==> config.mk <==
export PLATFORM = sky130hd
export DESIGN_NAME = tick_timer_bank
export DESIGN_NICKNAME = d
export VERILOG_FILES = /design/src/rtl/tick_timer_bank.sv
export SDC_FILE = /design/constraint.sdc
export NUM_CORES = 2
export LEC_CHECK = 0
export BUFFER_PORTS_ARGS = -buffer_cell sky130_fd_sc_hd__clkbuf_2
export CORE_ASPECT_RATIO = 1.4
export CORE_MARGIN = 2
export CORE_UTILIZATION = 56
export DETAILED_ROUTE_END_ITERATION = 16
export PLACE_DENSITY = 0.76
export SYNTH_ARGS = -nofsm -noshare
export SYNTH_HDL_FRONTEND = slang
export SYNTH_SLANG_ARGS = --single-unit
==> constraint.sdc <==
create_clock -name clk -period 4.08 [get_ports clk]
set_input_delay 0.204 -clock clk [delete_from_list [all_inputs] [get_ports clk]]
set_output_delay 0.204 -clock clk [all_outputs]
set_load 0.03 [all_outputs]
==> src/rtl/tick_timer_bank.sv <==
module tick_timer_bank #(
  parameter int NCH = 6,
  parameter int DW  = 32,
  parameter int AW  = 8
) (
  input  logic          clk,
  input  logic          rst_n,
  input  logic          slow_tick,
  input  logic          we,
  input  logic [AW-1:0] addr,
  input  logic [DW-1:0] wdata,
  output logic [DW-1:0] rdata,
  output logic          irq
);
  localparam int CHW = AW - 4;
  localparam logic [AW-1:0] MASK_ADDR = '0;
  localparam logic [AW-1:0] PEND_ADDR = AW'(8);

  logic [NCH-1:0]         en_q, src_q, half_q, phase_q, pend_q, mask_q;
  logic [NCH-1:0][1:0]    mode_q;
  logic [NCH-1:0][DW-1:0] cnt_q, cmp_q, cnt_inc;
  logic [NCH-1:0]         sel, ctrl_wr, cfg_wr, cnt_wr, cmp_wr, pulse, tick, hit;

  wire mask_wr = we && addr == MASK_ADDR;
  wire ack_wr  = we && addr == PEND_ADDR;

  always_comb begin
    for (int i = 0; i < NCH; i++) begin
      sel[i]     = addr[AW-1:4] == CHW'(i + 1) && addr[1:0] == 2'b00;
      ctrl_wr[i] = we && sel[i] && addr[3:2] == 2'd0;
      cfg_wr[i]  = we && sel[i] && addr[3:2] == 2'd1;
      cnt_wr[i]  = we && sel[i] && addr[3:2] == 2'd2;
      cmp_wr[i]  = we && sel[i] && addr[3:2] == 2'd3;
      pulse[i]   = en_q[i] && (src_q[i] ? slow_tick : 1'b1);
      tick[i]    = pulse[i] && (!half_q[i] || phase_q[i]);
      cnt_inc[i] = cnt_q[i] + DW'(1);
      hit[i]     = tick[i] && !mode_q[i][1] && cnt_inc[i] == cmp_q[i]
                   && !ctrl_wr[i] && !cnt_wr[i];
    end
  end

  always_ff @(posedge clk) begin
    if (!rst_n) begin
      en_q    <= '0;
      src_q   <= '0;
      half_q  <= '0;
      phase_q <= '0;
      pend_q  <= '0;
      mask_q  <= '0;
      mode_q  <= '0;
      cnt_q   <= '0;
      cmp_q   <= '0;
    end else begin
      if (mask_wr) mask_q <= wdata[NCH-1:0];
      pend_q <= (pend_q & ~(ack_wr ? wdata[NCH-1:0] : '0)) | hit;
      for (int i = 0; i < NCH; i++) begin
        if (cfg_wr[i]) begin
          src_q[i]  <= wdata[4];
          half_q[i] <= wdata[0];
        end
        if (cmp_wr[i]) cmp_q[i] <= wdata;
        if (ctrl_wr[i]) begin
          en_q[i]   <= wdata[0];
          mode_q[i] <= wdata[5:4];
          if (wdata[1]) begin
            cnt_q[i]   <= '0;
            phase_q[i] <= 1'b0;
          end
        end else if (cnt_wr[i]) begin
          cnt_q[i] <= wdata;
        end else if (pulse[i]) begin
          phase_q[i] <= half_q[i] & ~phase_q[i];
          if (tick[i]) begin
            if (hit[i] && mode_q[i] == 2'd1) cnt_q[i] <= '0;
            else                             cnt_q[i] <= cnt_inc[i];
            if (hit[i] && mode_q[i] == 2'd0) en_q[i] <= 1'b0;
          end
        end
      end
    end
  end

  assign irq = |(pend_q & mask_q);

  always_comb begin
    rdata = '0;
    if (addr == MASK_ADDR) rdata[NCH-1:0] = mask_q;
    else if (addr == PEND_ADDR) rdata[NCH-1:0] = pend_q;
    for (int i = 0; i < NCH; i++) begin
      if (sel[i]) begin
        case (addr[3:2])
          2'd0: begin
            rdata[0]   = en_q[i];
            rdata[5:4] = mode_q[i];
          end
          2'd1: begin
            rdata[4] = src_q[i];
            rdata[0] = half_q[i];
          end
          2'd2: rdata = cnt_q[i];
          default: rdata = cmp_q[i];
        endcase
      end
    end
  end
endmodule

Yosys cells after proc, flatten, opt, wreduce, memory -nomap -nowiden
Index checks and enable logic that the tools add are counted.
- $add $sub $neg: 6
- equality and inequality tests: 34
- multiplexer cells: 125
- bitwise gates (word level): 16
- reduce and logical (&&, ||, !) cells: 175
- operators by type and width (cell ; number):
    2-to-1 mux 32 bit ; 37
    case mux 26 bit (2 select lines) ; 6
    adder 32 x 1 -> 32 bit, second input constant ; 6
    equality test 32 bit ; 6
    logical AND 1 bit ; 86
    2-to-1 mux 1 bit ; 55
    case mux 1 bit (3 select lines) ; 18
    case mux 3 bit (2 select lines) ; 6
    AND reduction 3 bit ; 12
    nonzero test 2 bit ; 18
    nonzero test 3 bit ; 12
    zero test 1 bit ; 24
    != test 2 bit, second input constant ; 12
    AND reduction 4 bit ; 6
    2-to-1 mux 6 bit ; 3
    zero test 2 bit ; 8
    equality test 2 x 1 -> 1 bit, second input constant ; 7
    bitwise AND 6 bit ; 2
    equality test 4 x 3 -> 1 bit, second input constant ; 3
    equality test 4 x 2 -> 1 bit, second input constant ; 2
    equality test 8 x 4 -> 1 bit, second input constant ; 1
    zero test 8 bit ; 1
    bitwise AND 1 bit ; 6
    logical OR 1 bit ; 6
    other kinds (7) ; 13
- bits in registers: 432
- input port bits: 44

Longest topological paths before layout
- depth after elaboration: 15
- mapped depth: 14

Least setup slack after synthesis
No wires, ideal clock.
- path type: reg-to-reg
- start point: reg cnt_q[64] (netlist bit)
- end point: reg cnt_q[92] (netlist bit)
- library setup time: 0.132 ns
- data arrival time: 3.543 ns
- required time: 3.948 ns
- slack: 0.404 ns
- cell stages (with the launch flop): 15
- buffers on the path: 4
- cells stage by stage: dfxtp_1 > ha_1 > buf_2 > nand4_1 > or4_1 > buf_2 > or3_1 > a221o_1 > a2111oi_2 > nand4_1 > or4b_1 > buf_6 > buf_6 > a21oi_2 > a31oi_1
- longest elaborated chain between the ends: 11
- ends and longest elaborated chain (what ; RTL line ; RTL):
    from (decl) ; 21 ; logic [NCH-1:0][DW-1:0] cnt_q, cmp_q, cnt_inc;
    from (signal, indexed assignment) ; 70 ; cnt_q[i] <= wdata;
    from (signal, indexed assignment) ; 75 ; else cnt_q[i] <= cnt_inc[i];
    adder 32 x 1 -> 32 bit * ; 36 ; cnt_inc[i] = cnt_q[i] + DW'(1);
    equality test 32 bit ; 37 ; hit[i] = tick[i] && !mode_q[i][1] && cnt_inc[i] == cmp_q[i]
    logical AND 1 bit ; 37 ;
    logical AND 1 bit (2 in series) ; 38 ; && !ctrl_wr[i] && !cnt_wr[i];
    logical AND 1 bit ; 74 ; if (hit[i] && mode_q[i] == 2'd1) cnt_q[i] <= '0;
    2-to-1 mux 32 bit * ; 74 ;
    2-to-1 mux 32 bit * ; 73 ; if (tick[i]) begin
    2-to-1 mux 32 bit * ; 71 ; end else if (pulse[i]) begin
    2-to-1 mux 32 bit * ; 69 ; end else if (cnt_wr[i]) begin
    2-to-1 mux 32 bit * ; 62 ; if (ctrl_wr[i]) begin
Mark *: on every way between the ends. The rest lies on a longest branch, timed or not. The select of a mux whose other input is x is not followed.
A chain may end at the register's enable or synchronous reset.

Worst setup path after layout
- start point: reg cnt_q[160] (netlist bit)
- end point: reg cnt_q[161] (netlist bit)
The elaborated chain is that of the path after synthesis.

==> metrics.csv <==
metric,value,unit
Placeable Area,57600,um^2
Initial DRC Count,6065,
router iterations before antenna repair,8,
CTS tree,built,
Max Cap Viol,0,
hpwl dp,116000,um
Area Overhead vs Synth,11.0,%
WL/cell,31.2,um
post-route minimum period,3.81,ns
Lkg Pwr,12.3,nW
CP arrival,4.32,ns
Fmax,0.262,GHz
FF-to-FF Start,cnt_q[160],
"IR drop worst, VDD",389,uV
H-tree Lvls,2,
Max Slew Vio Count,0,
clock share of power,47.5,%
Port Buffers,76,
"Seq/Total Area, Yosys",26.4,%
async set-reset flop share out of synthesis,0,%
RSZ-0062 raised after global routing,no,
syn nets,4556,
Critical Path Fanout Max,32,
ys flop type,dfxtp_1,
Yosys warning count,0,
status,finished clean,
startpoint types,flop,
Starting Density,56.8,%
Min-Delay Path Class,primary input to flop,
post-CTS sizing,0,
Worst Hold Launch,wdata[7],
Netlist cell types,87,
largest area contributor in the netlist,dfxtp_1,
combinational share of power,11.8,%
#FFs+latches synth,432,
gr usage total,51.9,%
Area contributors post-synth,"dfxtp_1, nand2_1, a21oi_1",
setup TNS,0,ns
Final Util,63.0,%
required time of the critical path,4.59,ns
Top Ports,77,
Root Driver,clkbuf_16,
dpl cell area,34500,um^2
Post-Synthesis Cells,4506,
first-pass GRT wire length,235000,um
clock skew,0.0233,ns
die area,60400,um^2
vias in the first global route,34700,
slew margin rel.,17.7,%
Worst Tran Pin Value,1.23,ns
critical setup path kind,flop to flop,
"Cell Area, Synth",32700,um^2
area share of the largest cell type after synthesis,26.4,%
post-route ant nets,0,
syn avg cell area,7.26,um^2
initial antenna violation count,30,
die height,290,um
Layout Nets,4489,
Finished Cell Area,36300,um^2
Flop pwr share,40.7,%
final RePlAce weighted congestion,1.16,
die width,208,um
Reg2Reg Depth,12,
final WL,163000,um
Post-CTS Setup Inserts,0,
hold_buf cts,0,
Cells after DPL,5128,
Reg2Reg Setup Slack,0.27,ns
grt ovf,0,
final worst-path cycle share,93.4,%
total number of vias,38600,
Final Instance Count excl. Fillers,5238,
count of clock tree sinks,432,
# DRC,0,
hold depth,4,
Final Hold Fails,0,
internal cell power,7.70,mW
later-pin clock latency in the skew report,0.64,ns
Power Dens Cells,297,nW/um^2
"EDFF count, synth",0,
switching share of power,28.7,%
setup violators final,0,
row count,104,
Vias/cell,7.38,
NetSw,3.10,mW
largest net degree at the start of global routing,130,
CTS max path bufs,3,
CTS Buf Count,49,
CP Capture Type,flop,
end of the worst register-to-register path,cnt_q[161],
share of cells above drive strength 1,11.2,%
clock transition at the registers of the reported paths,0.06,ns
WHS Endpoint,cmp_q[135],
how the worst max path moves through the flow:
| stage | start | end |
|---|---|---|
| 6_report | cnt_q[160] | cnt_q[161] |
| 5_1_grt | cnt_q[160] | cnt_q[183] |
| 4_1_cts | cnt_q[49] | cnt_q[32] |
| 3_5_place_dp | cnt_q[35] | cnt_q[32] |
| 3_3_place_gp | cnt_q[160] | cnt_q[183] |
| 2_1_floorplan | cnt_q[64] | cnt_q[92] |
state kept, by name, summed over array words and instances, names as in the netlist:
register  cells
cmp_q       192
cnt_q       192
en_q          6
half_q        6
mask_q        6
mode_q       12
pend_q        6
phase_q       6
src_q         6
through the flow:
step	setup slack [ns]	power [mW]	hold WS (ns)
floorplan	0.404	5.14	0.340
detailed placement	0.319	5.67	0.459
CTS	0.312	10.7	0.0475
global placement	0.366	5.66	0.454
global route	0.0626	10.9	0.0795
finish	0.269	10.8	0.0752
synth_stat cells (14+ instances only):
master and number:
a21o_1 18, a21oi_1 422, a22o_1 15, a22oi_1 99
a31oi_1 36, and2_1 23, and3_1 113, and4_1 47
buf_1 30, buf_2 28, clkbuf_1 386, dfxtp_1 432
inv_1 51, mux2i_1 152, nand2_1 669, nand2b_1 47
nand3_1 246, nand4_1 138, nand4b_1 15, nor2_1 192
nor2b_1 24, nor3_1 95, nor3b_1 20, nor4_1 133
nor4b_1 16, o2111a_1 62, o2111ai_1 14, o211ai_1 25
o21ai_0 240, o221ai_1 32, o22ai_1 76, o31ai_1 21
or3_1 41, or4_1 26, xnor2_1 166, xor2_1 94
final cells by class:
| class | instances | area (um^2) |
|---|---|---|
| Multi-Input combinational cell | 3562 | 22200 |
| Fill cell | 5364 | 21300 |
| Sequential cell | 432 | 8650 |
| Timing Repair Buffer | 343 | 2520 |
| Clock buffer | 63 | 1420 |
| Tap cell | 742 | 928 |
| Clock inverter | 27 | 385 |
| Inverter | 51 | 199 |
| Antenna cell | 18 | 45.0 |
power groups by stage:
stage	clock network, mW	registers [mW]	logic, mW
final	5.13	4.40	1.28
after global routing	5.24	4.41	1.29
after CTS	5.09	4.39	1.19
after detailed placement	0	4.49	1.18
after global placement	0	4.48	1.18
after floorplan	0	4.41	0.725
per-layer routing:
metal | GRT usage (%) | wire length, um | share of wire (%) | vias up
li1 | - | - | - | 16600
met1 | 59.8 | 55400 | 34 | 18200
met2 | 75.2 | 67700 | 41 | 2994
met3 | 19.5 | 22600 | 14 | 846
met4 | 45.2 | 17400 | 11 | 36
met5 | 0.321 | 245 | 0.15 | -
critical path, stage by stage (launching register included):
cell	delay (ns)
dfxtp_1	0.47
ha_1	0.30
nand4_1	0.16
buf_4	0.22
nor2_1	0.20
nand2_1	0.08
a21o_1	0.18
or4_1	0.55
or4_1	0.58
nor3_2	0.30
buf_12	0.24
o21ai_0	0.11
a32o_1	0.27
cells by family (layout without fill, tap and decap cells):
logic type,after synthesis,count (layout),synth area share (%)
AO/OA/AOI/OAI,1227,1227,24.3
XOR/XNOR,277,277,8.16
adder cells (fa/ha/maj),6,6,0.229
buffers and inverters,512,484,6.14
flip-flops,432,432,26.4
multiplexers,167,167,5.58
other,0,18,0
AND/OR/NAND/NOR,1885,1885,29.2
cells in the final DEF, fill, tap and decap left out, drive strengths merged, types with 14 or more instances in the layout:
cell type  count
a21o          18
a21oi        424
a22o          15
a22oi         99
a31oi         36
and2          25
and3         113
and4          47
buf          269
clkbuf       137
dfxtp        432
diode         18
inv           56
mux2i        152
nand2        669
nand2b        47
nand3        246
nand4        138
nand4b        15
nor2         192
nor2b         24
nor3          96
nor3b         20
nor4         135
nor4b         16
o2111a        62
o2111ai       14
o211ai        25
o21ai        244
o221ai        32
o22ai         76
o31ai         21
or3           41
or4           26
xnor2        166
xor2          94
(Power assumes the default switching activity.)
